### src/rtl/stg_pkg.sv
package stg_pkg;
  localparam int ON_W  = 4;
  localparam int OFF_W = 5;
  localparam int CYC_W = 5;

  typedef struct packed {
    logic             adv_xd;
    logic             wr_xd;
    logic             rd_xd;
    logic [CYC_W-1:0] wr_cyc;
    logic [CYC_W-1:0] rd_cyc;
    logic [OFF_W-1:0] adv_off;
    logic [ON_W-1:0]  adv_on;
    logic [OFF_W-1:0] wr_off;
    logic [ON_W-1:0]  wr_on;
    logic [OFF_W-1:0] rd_off;
    logic [ON_W-1:0]  rd_on;
  } cs_cfg_t;

  localparam int CFG_W = $bits(cs_cfg_t);
endpackage

### src/rtl/stg_sequencer.sv
module stg_sequencer
  import stg_pkg::*;
#(
  parameter int NUM_CS = 8,
  parameter int CS_W   = $clog2(NUM_CS)
) (
  input  logic                    clk,
  input  logic                    rst,
  input  logic                    start_i,
  input  logic                    wr_i,
  input  logic                    mux_i,
  input  logic [CS_W-1:0]         cs_i,
  input  logic [NUM_CS*CFG_W-1:0] cfg_flat_i,
  output logic                    busy_o,
  output logic                    wr_o,
  output logic                    mux_o,
  output logic [CYC_W-1:0]        cnt_o,
  output cs_cfg_t                 cfg_o,
  output logic                    done_o
);
  cs_cfg_t          cfg_arr [NUM_CS];
  cs_cfg_t          cfg_q;
  logic             busy_q, wr_q, mux_q, done_q;
  logic [CYC_W-1:0] cnt_q;
  logic [CYC_W-1:0] cyc_lim;

  for (genvar g = 0; g < NUM_CS; g++) begin : g_unpack
    assign cfg_arr[g] = cfg_flat_i[g*CFG_W +: CFG_W];
  end

  assign cyc_lim = wr_q ? cfg_q.wr_cyc : cfg_q.rd_cyc;

  always_ff @(posedge clk) begin
    if (rst) begin
      busy_q <= 1'b0;
      wr_q   <= 1'b0;
      mux_q  <= 1'b0;
      done_q <= 1'b0;
      cnt_q  <= '0;
      cfg_q  <= '0;
    end else begin
      done_q <= 1'b0;
      if (!busy_q && start_i) begin
        busy_q <= 1'b1;
        cnt_q  <= '0;
        cfg_q  <= cfg_arr[cs_i];
        wr_q   <= wr_i;
        mux_q  <= mux_i;
      end else if (busy_q) begin
        if (cnt_q == cyc_lim) begin
          busy_q <= 1'b0;
          done_q <= 1'b1;
        end else begin
          cnt_q <= cnt_q + 1'b1;
        end
      end
    end
  end

  assign busy_o = busy_q;
  assign wr_o   = wr_q;
  assign mux_o  = mux_q;
  assign cnt_o  = cnt_q;
  assign cfg_o  = cfg_q;
  assign done_o = done_q;

  AST_CNT_LIMIT: assert property (@(posedge clk) disable iff (rst)
    busy_q |-> (cnt_q <= cyc_lim));
  AST_CFG_HELD: assert property (@(posedge clk) disable iff (rst)
    (busy_q && $past(busy_q)) |-> $stable(cfg_q));
endmodule

### src/rtl/stg_strobe.sv
module stg_strobe #(
  parameter int ON_W  = 4,
  parameter int OFF_W = 5,
  parameter int CNT_W = 5
) (
  input  logic             clk,
  input  logic             rst,
  input  logic             en_i,
  input  logic [CNT_W-1:0] cnt_i,
  input  logic [ON_W-1:0]  on_i,
  input  logic [OFF_W-1:0] off_i,
  input  logic             xd_i,
  output logic             strobe_n_o
);
  logic [CNT_W-1:0] on_x, off_x;
  logic             active;
  logic             pos_q, neg_q;

  assign on_x   = CNT_W'(on_i);
  assign off_x  = CNT_W'(off_i);
  assign active = en_i && (on_x < off_x) && (cnt_i >= on_x) && (cnt_i < off_x);

  always_ff @(posedge clk) begin
    if (rst) pos_q <= 1'b1;
    else     pos_q <= ~active;
  end

  always_ff @(negedge clk) begin
    if (rst) neg_q <= 1'b1;
    else     neg_q <= pos_q;
  end

  assign strobe_n_o = xd_i ? neg_q : pos_q;

  AST_EMPTY_WINDOW: assert property (@(posedge clk) disable iff (rst)
    (en_i && (on_x >= off_x)) |=> pos_q);
endmodule

### src/rtl/strobe_timing_gen.sv
module strobe_timing_gen
  import stg_pkg::*;
#(
  parameter int NUM_CS = 8,
  parameter int CS_W   = $clog2(NUM_CS)
) (
  input  logic                    clk,
  input  logic                    rst,
  input  logic                    start_i,
  input  logic                    wr_i,
  input  logic                    mux_i,
  input  logic [CS_W-1:0]         cs_i,
  input  logic [NUM_CS*CFG_W-1:0] cfg_i,
  output logic                    oe_n_o,
  output logic                    we_n_o,
  output logic                    adv_n_o,
  output logic                    addr_drive_o,
  output logic                    done_o
);
  localparam int NSTR = 3;

  logic             busy, wr_q, mux_q;
  logic [CYC_W-1:0] cnt;
  cs_cfg_t          cfg_q;
  logic             addr_q;

  logic [NSTR-1:0]  str_en, str_xd, str_n;
  logic [ON_W-1:0]  str_on  [NSTR];
  logic [OFF_W-1:0] str_off [NSTR];

  stg_sequencer #(.NUM_CS(NUM_CS), .CS_W(CS_W)) u_seq (
    .clk(clk), .rst(rst), .start_i(start_i), .wr_i(wr_i), .mux_i(mux_i),
    .cs_i(cs_i), .cfg_flat_i(cfg_i), .busy_o(busy), .wr_o(wr_q),
    .mux_o(mux_q), .cnt_o(cnt), .cfg_o(cfg_q), .done_o(done_o)
  );

  // lane 0 read, lane 1 write, lane 2 address latch
  always_comb begin
    str_en[0]  = busy && !wr_q;
    str_on[0]  = cfg_q.rd_on;
    str_off[0] = cfg_q.rd_off;
    str_xd[0]  = cfg_q.rd_xd;
    str_en[1]  = busy && wr_q;
    str_on[1]  = cfg_q.wr_on;
    str_off[1] = cfg_q.wr_off;
    str_xd[1]  = cfg_q.wr_xd;
    str_en[2]  = busy;
    str_on[2]  = cfg_q.adv_on;
    str_off[2] = cfg_q.adv_off;
    str_xd[2]  = cfg_q.adv_xd;
  end

  for (genvar g = 0; g < NSTR; g++) begin : g_lane
    stg_strobe #(.ON_W(ON_W), .OFF_W(OFF_W), .CNT_W(CYC_W)) u_str (
      .clk(clk), .rst(rst), .en_i(str_en[g]), .cnt_i(cnt),
      .on_i(str_on[g]), .off_i(str_off[g]), .xd_i(str_xd[g]),
      .strobe_n_o(str_n[g])
    );
  end

  assign oe_n_o  = str_n[0];
  assign we_n_o  = str_n[1];
  assign adv_n_o = str_n[2];

  always_ff @(posedge clk) begin
    if (rst) addr_q <= 1'b0;
    else     addr_q <= busy && mux_q &&
                       (cnt < CYC_W'(wr_q ? cfg_q.wr_on : cfg_q.rd_on));
  end
  assign addr_drive_o = addr_q;

  AST_RW_EXCLUSIVE: assert property (@(posedge clk) disable iff (rst)
    !(!oe_n_o && !we_n_o));
  AST_DONE_PULSE: assert property (@(posedge clk) disable iff (rst)
    done_o |=> !done_o);
  AST_ADDR_RELEASED: assert property (@(posedge clk) disable iff (rst)
    !oe_n_o |-> !addr_drive_o);
endmodule

### config.mk
export PLATFORM = sky130hd
export DESIGN_NAME = strobe_timing_gen
export DESIGN_NICKNAME = d
export VERILOG_FILES = /design/src/rtl/stg_pkg.sv /design/src/rtl/stg_sequencer.sv /design/src/rtl/stg_strobe.sv /design/src/rtl/strobe_timing_gen.sv
export SDC_FILE = /design/constraint.sdc
export NUM_CORES = 1
export LEC_CHECK = 0
export BUFFER_PORTS_ARGS = -buffer_cell sky130_fd_sc_hd__buf_2
export CAP_MARGIN = 20
export CORE_AREA = 2 2 130 132
export DETAILED_ROUTE_END_ITERATION = 10
export DIE_AREA = 0 0 132 134
export GPL_TIMING_DRIVEN = 0
export PLACE_DENSITY_LB_ADDON = 0.1
export SLEW_MARGIN = 0
export SYNTH_ARGS = -nofsm -noshare
export SYNTH_HDL_FRONTEND = slang
export SYNTH_SLANG_ARGS = --single-unit
### constraint.sdc
create_clock -name clk -period 2.3 [get_ports clk]
set_clock_uncertainty 0.1 [all_clocks]
set_input_delay 0.23 -clock clk [delete_from_list [all_inputs] [get_ports clk]]
set_output_delay 0.23 -clock clk [all_outputs]
set_load 0.005 [all_outputs]
==> results.md, run 1 <==
* Vias at 5,015
* RSZ-0062 raised after global routing: true
* Critical path's slowest cell: dfxtp_1
* Setup_tns at -0.6248 ns
* I/O pin count at 333
* Finished Core Util at 44.27%
* CTS root buf: clkbuf_16
* Cell variety after synth at 43
* Pleak at 3.312 nW
* Syn-to-layout area delta at 41.87%
* CP Capture Point: adv_n_o
* Ys Warns at 0
* Mapped Cells at 450
* DRT antenna net count at 0
* RR Startpoint: u_seq.cnt_o[0]
* Fin nets at ~1,200
* Post-CTS Setup Repair Bufs at 0
* Port bufs at between 300 and 400
* Worst EP arrival at ~2.2 ns
* Iteration-0 DRC Markers at 145
* Clock Latency Late Sink at 0.29 ns
* DRC Markers at 0
* CTS Hold Buffers Added at 0
* Sequential area share after synthesis at 22.05%
* Resized cells post-CTS at 6
* Dpl cells at 999
* Initial Util at between 30 and 40%
* Reg clk slew, reported paths at about 0.070 ns
* Worst setup margin at -0.2161 ns
* Endpoints failing hold at 0
* Hold Startpoint: wr_i
* Max VDD drop at 0.2796 mV
* Slew margin rel. at between 50% and 60%
* CTS H-Tree Depth at 2
* First drt pass iteration count at 4
* Setup CP Type: reg -> out
* Hold Crit Class: in -> reg
* CP Capture Type: output port
* CTS buffer count at 5
* CTS tree: done
* Std-Cell Rows at 47
* Reg2Reg Depth at 8
* Number of global-route vias before repair at approximately 5,600
* Antenna cells at 0
* Worst Setup SP: g_lane[2].u_str.neg_q
* CTS Sinks at 56
* Startpoint types: flop
* Post-Syn Nets at 815
* Gpl congestion at roughly 0.86
* RR Endpoint: g_lane[0].u_str.pos_q
* Hold Slack at 0.05088 ns
* Layout cells sized above 1 at between 50 and 60%
* Tot GR Track Use at just under 20%
* Routed WL at 17.70 mm
* Vias/cell at 4.970
* Die W at 132 um
* Slew at the pin with the worst max-slew slack at 0.7257 ns
* Final Setup Violations at 3
* Die Y-Extent at 134 um
* Max Cap Violations at 0
* CTS max path bufs at 2
* Failing checks: negative setup slack
* First-pass GRT wire length at 27.81 mm
* Die area at 17,690 sq um
* Largest net degree at the start of global routing at 18
* Synth Area per Inst at approximately 11 sq um
* Mapped cell area at 5084 sq um
* CP Cell Sequence: mux2_4 -> buf_6
* Core Area at 16,290 sq um
* Filler Cells Inserted at 1,637
* CP Max Fanout at 1
* Final Non-Filler Cells at 1,009
* Initial antenna violation count at 0
* Avg WL per Cell at 17.54 um
* FF+latch count, synth at 56
* Critical Path RT at 1.97 ns
* GRT overflow at 0
* R2R setup slack at 0.15 ns
* Status: finished, violations left
* CP peak stage delay at 0.29 ns
* Cell Pwr Density at 430.6 nW/um^2
* Dpl hpwl at ~15 mm
* Tot Pwr at between 0.003 and 0.004 W
* Slew Viols, Final at 0
[final cells by class]
cell class                 count  area (sq um)  area share [%]
buffer                        33         141.4           1.960
clock buffer                   5         125.1           1.735
clock inverter                 6         55.05          0.7634
inverter                      26         97.59           1.353
multi-input combinational    334          3731           51.73
sequential                    56          1121           15.54
tap                          220         275.3           3.817
timing repair buffer         329          1665           23.09
[per-stage QoR]
step	area (sq um)	worst slack [ns]
floorplan	5084	0.2904
global placement	7005	0.07987
detailed placement	7005	0.01427
CTS	7212	-0.2268
global route	7212	-0.2526
finish	7212	-0.2161
[how the worst min path moves through the flow]
stage / to / slack, ns / depth (start not counted)
after global routing: u_seq.wr_o / 0.05 / 2
after CTS: u_seq.wr_o / 0.05 / 2
after global placement: u_seq.cfg_o[34] / 0.34 / 2
final: u_seq.wr_o / 0.05 / 2
after detailed placement: u_seq.cfg_o[25] / 0.35 / 2
after floorplan: u_seq.mux_o / 0.26 / 1
[where the power goes]
part / internal (W) / switching (W)
Sequential: 0.00105 / 0.0000691
Combinational: 0.000628 / 0.000452
Clock: 0.000524 / 0.000382
[routing by layer]
layer  GRT usage [%]  vias up  wire (um)
met5               0        -          0
met3           2.759       14        731
met4           3.925        0        163
li1                -     2416          -
met1           22.90     2429       7092
met2           38.08      156       9709
[flip-flops by register name (all words and copies together), names as in the netlist]
signal,cells
addr_drive_o,1
g_lane.u_str.neg_q,3
g_lane.u_str.pos_q,3
u_seq.busy_o,1
u_seq.cfg_o,40
u_seq.cnt_o,5
u_seq.done_o,1
u_seq.mux_o,1
u_seq.wr_o,1
[cells in the final DEF, fill, tap and decap left out, drive strengths merged, types with 4 or more instances in the layout]
cell type  count
a21o           8
dfxtp         56
a21oi          6
o21ai         54
inv           30
buf          344
xnor2          4
clkbuf        23
ha            37
o211ai         4
nand2b         7
mux4          80
a21boi         8
mux2i         49
nand2         42
[cells in the mapped netlist (all sizes together)]
cell / count / area share, %
nand3b: 1 / 0.15
nor2: 3 / 0.27
clkbuf: 18 / 1.3
mux2: 3 / 0.66
mux2i: 49 / 9.6
buf: 15 / 1.5
nor2b: 2 / 0.25
a2111oi: 1 / 0.17
nor4b: 1 / 0.17
xor2: 3 / 0.52
or2: 3 / 0.37
a21boi: 8 / 1.3
o21a: 2 / 0.30
xnor2: 4 / 0.84
nand4: 2 / 0.37
and3: 2 / 0.25
nor3: 2 / 0.20
nand3: 1 / 0.098
a22o: 2 / 0.37
nand2: 42 / 3.1
dfxtp: 56 / 22
nor3b: 1 / 0.15
and2: 2 / 0.25
a211oi: 2 / 0.30
o211ai: 4 / 0.69
inv: 27 / 2.0
a21o: 8 / 1.2
mux4: 80 / 35
nand2b: 7 / 0.86
o21ai: 54 / 5.4
a21oi: 6 / 0.59
ha: 37 / 9.1
or3: 2 / 0.25
[critical path, delay by kind of cell, from the launching register on]
family | cells | cell delay (ns)
buf+inv | 1 | 0.12
flops | 1 | 0.29
mux | 1 | 0.26
[logic make-up (layout without fill, tap and decap cells)]
| kind of cell | count (synthesis) | after routing | synth area share, % |
|---|---|---|---|
| AO/OA/AOI/OAI | 87 | 87 | 10.24 |
| XOR/XNOR | 7 | 7 | 1.354 |
| adder cells (fa/ha/maj) | 37 | 37 | 9.106 |
| buffers and inverters | 60 | 399 | 4.775 |
| flip-flops | 56 | 56 | 22.05 |
| multiplexers | 132 | 132 | 45.75 |
| AND/OR/NAND/NOR | 71 | 71 | 6.719 |
(Power assumes the default switching activity.)
==> inputs of run 2 (changes only) <==
CORE_AREA = 2 2 128 130   (was 2 2 130 132)
DIE_AREA = 0 0 130 132   (was 0 0 132 134)
clock period = 2.1 ns   (was 2.3 ns; I/O delays follow)
==> results.md, run 2 (synthesis results as in run 1) <==
* Status: finished, violations left (unchanged)
* Failing checks: negative setup slack (unchanged)
* First-pass GRT wire length at 28.62 mm (was 27.81 mm)
* Port bufs at 329 (unchanged)
* Die W at 130 um (was 132 um)
* Startpoint types: flop (unchanged)
* Fin nets at 1,153 (unchanged)
* GRT overflow at 0 (unchanged)
* Std-Cell Rows at 46 (was 47)
* Hold Slack at 0.03337 ns (was 0.05088 ns)
* Worst setup margin at -0.2923 ns (was -0.2161 ns)
* DRT antenna net count at 0 (unchanged)
* CP Max Fanout at 1 (unchanged)
* CP Capture Type: output port (unchanged)
* Commonest cells after routing, fill and taps aside: buf_2 (334), mux4_2 (80), o21ai_0 (53), dfxtp_1 (53), mux2i_1 (48) (was buf_2 (334), mux4_2 (80), dfxtp_1 (56), o21ai_0 (53), mux2i_1 (49))
* Hold Startpoint: wr_i (unchanged)
* Core Area at 15,710 sq um (was 16,290 sq um)
* Reg2Reg Depth at 8 (unchanged)
* Commonest non-fill, non-tap cell in the layout: buf_2 (unchanged)
* Number of global-route vias before repair at 5,751 (was 5,623)
* First drt pass iteration count at 6 (was 4)
* Hold Crit Class: in -> reg (unchanged)
* Die Y-Extent at 132 um (was 134 um)
* CTS Sinks at 56 (unchanged)
* Critical path's slowest cell: dfxtp_1 (unchanged)
* Vias at 5,055 (was 5,015)
* Die area at 17,160 sq um (was 17,690 sq um)
* Initial antenna violation count at 4 (was 0)
* Layout cells sized above 1 at 56.40% (was 55.64%)
* Reg clk slew, reported paths at 0.07 ns (about the same)
* Hold path depth at 2 (unchanged)
* DRC Markers at 0 (unchanged)
* Tot GR Track Use at 21.14% (was 19.61%)
* Final Instance Area at 7243 sq um (was 7212 sq um)
* Hold Path End: u_seq.wr_o (unchanged)
* Pleak at 3.320 nW (was 3.312 nW)
* Cell Pwr Density at 466.5 nW/um^2 (was 430.6 nW/um^2)
* Max VDD drop at 0.2803 mV (was 0.2796 mV)
* Slew margin rel. at 48.58% (was 51.62%)
* Vias/cell at 5.015 (was 4.970)
* Routed WL at 17.96 mm (was 17.70 mm)
* Clock Latency Late Sink at 0.30 ns (was 0.29 ns)
* Post-CTS Setup Repair Bufs at 0 (unchanged)
* Final Setup Violations at 3 (unchanged)
* Max FFs per register at 40 (unchanged)
* CTS tree: done (unchanged)
* Critical Path RT at 1.79 ns (was 1.97 ns)
* Finished Core Util at 46.10% (was 44.27%)
* Gpl congestion at 0.8825 (was 0.8570)
* Filler Cells Inserted at 1,604 (was 1,637)
* Avg WL per Cell at 17.81 um (was 17.54 um)
* Setup CP Type: reg -> out (unchanged)
* R2R setup slack at 0.14 ns (was 0.15 ns)
* Iteration-0 DRC Markers at 202 (was 145)
* RR Endpoint: g_lane[0].u_str.pos_q (unchanged)
* Initial Util at 32.35% (was 31.21%)
* RR Startpoint: u_seq.cnt_o[0] (unchanged)
* RSZ-0062 raised after global routing: true (unchanged)
* Max Cap Violations at 0 (unchanged)
* CTS buffer count at 5 (unchanged)
* Largest net degree at the start of global routing at 17 (was 18)
* Setup_tns at -0.8564 ns (was -0.6248 ns)
* CTS max path bufs at 2 (unchanged)
* Endpoints failing hold at 0 (unchanged)
* CP peak stage delay at 0.29 ns (about the same)
* Tot Pwr at 0.003379 W (was 0.003106 W)
* Slew Viols, Final at 0 (unchanged)
* CP Cell Sequence: mux2_4 -> buf_6 (unchanged)
* Slew at the pin with the worst max-slew slack at 0.7713 ns (was 0.7257 ns)
* I/O pin count at 333 (unchanged)
* Dpl hpwl at 15.62 mm (was 15.12 mm)
* CTS root buf: clkbuf_16 (unchanged)
* CTS H-Tree Depth at 2 (unchanged)
* Delay-heaviest family, CP: flip-flops (unchanged)
* Post-DP Area at 7000 sq um (was 7005 sq um)
* CTS Hold Buffers Added at 0 (unchanged)
* Syn-to-layout area delta at 42.48% (was 41.87%)
* Bufs and invs on worst path at 1 (unchanged)
* Worst EP arrival at 2.08 ns (was 2.19 ns)
[run 2: worst max-delay path by stage]
stage / depth (start not counted) / startpoint / end
global route: 2 / g_lane[1].u_str.neg_q / we_n_o
floorplan: 1 / g_lane[2].u_str.neg_q / adv_n_o
detailed placement: 8 / u_seq.cnt_o[0] / g_lane[0].u_str.pos_q
CTS: 2 / g_lane[2].u_str.neg_q / adv_n_o
global placement: 5 / cs_i[0] / u_seq.cfg_o[31]
finish: 2 / g_lane[1].u_str.neg_q / we_n_o
[run 2: worst register-to-register path, delay by kind of cell, from the launching register on]
kind / cells / cell delay (ns)
AO/OA/AOI/OAI: 4 / 0.73
flip-flops: 1 / 0.38
adder cells (fa/ha/maj): 1 / 0.29
AND/OR/NAND/NOR: 2 / 0.20
buffers and inverters: 1 / 0.11
[run 2: routing by layer]
layer | global-route usage (%) | vias to the layer above | share of wire [%]
li1 | - | 2418 | -
met1 | 25.44 | 2460 | 39
met2 | 38.66 | 158 | 55
met3 | 2.963 | 19 | 4.4
met4 | 6.213 | 0 | 1.9
met5 | 0 | - | 0
[run 2: what timing repair did]
item / CTS / global route
pin swaps: 0 / 2
hold endpoints to repair: 0 / 0
resized for setup: 10 / 10
setup endpoints to repair: 8 / 31
[run 2: cell type report]
class	instances	area [sq um]	area share, %
Inverter	26	97.59	1.347
Clock buffer	6	128.9	1.779
Antenna cell	3	7.507	0.1036
Sequential cell	56	1127	15.56
Buffer	33	143.9	1.987
Multi-Input combinational cell	334	3757	51.87
Tap cell	216	270.3	3.731
Clock inverter	5	45.04	0.6219
Timing Repair Buffer	329	1665	22.99
[run 2: power breakdown]
group	total, W	switching, W	internal (W)
sequential	0.00123	0.0000774	0.00115
clock	0.000959	0.000391	0.000568
combinational	0.00119	0.000495	0.000696
[run 2: metrics by stage]
step	cells	setup WS (ns)
floorplan	450	0.2104
global placement	995	-0.07249
detailed placement	995	-0.1454
CTS	1005	-0.2941
global route	1008	-0.3191
finish	1008	-0.2923
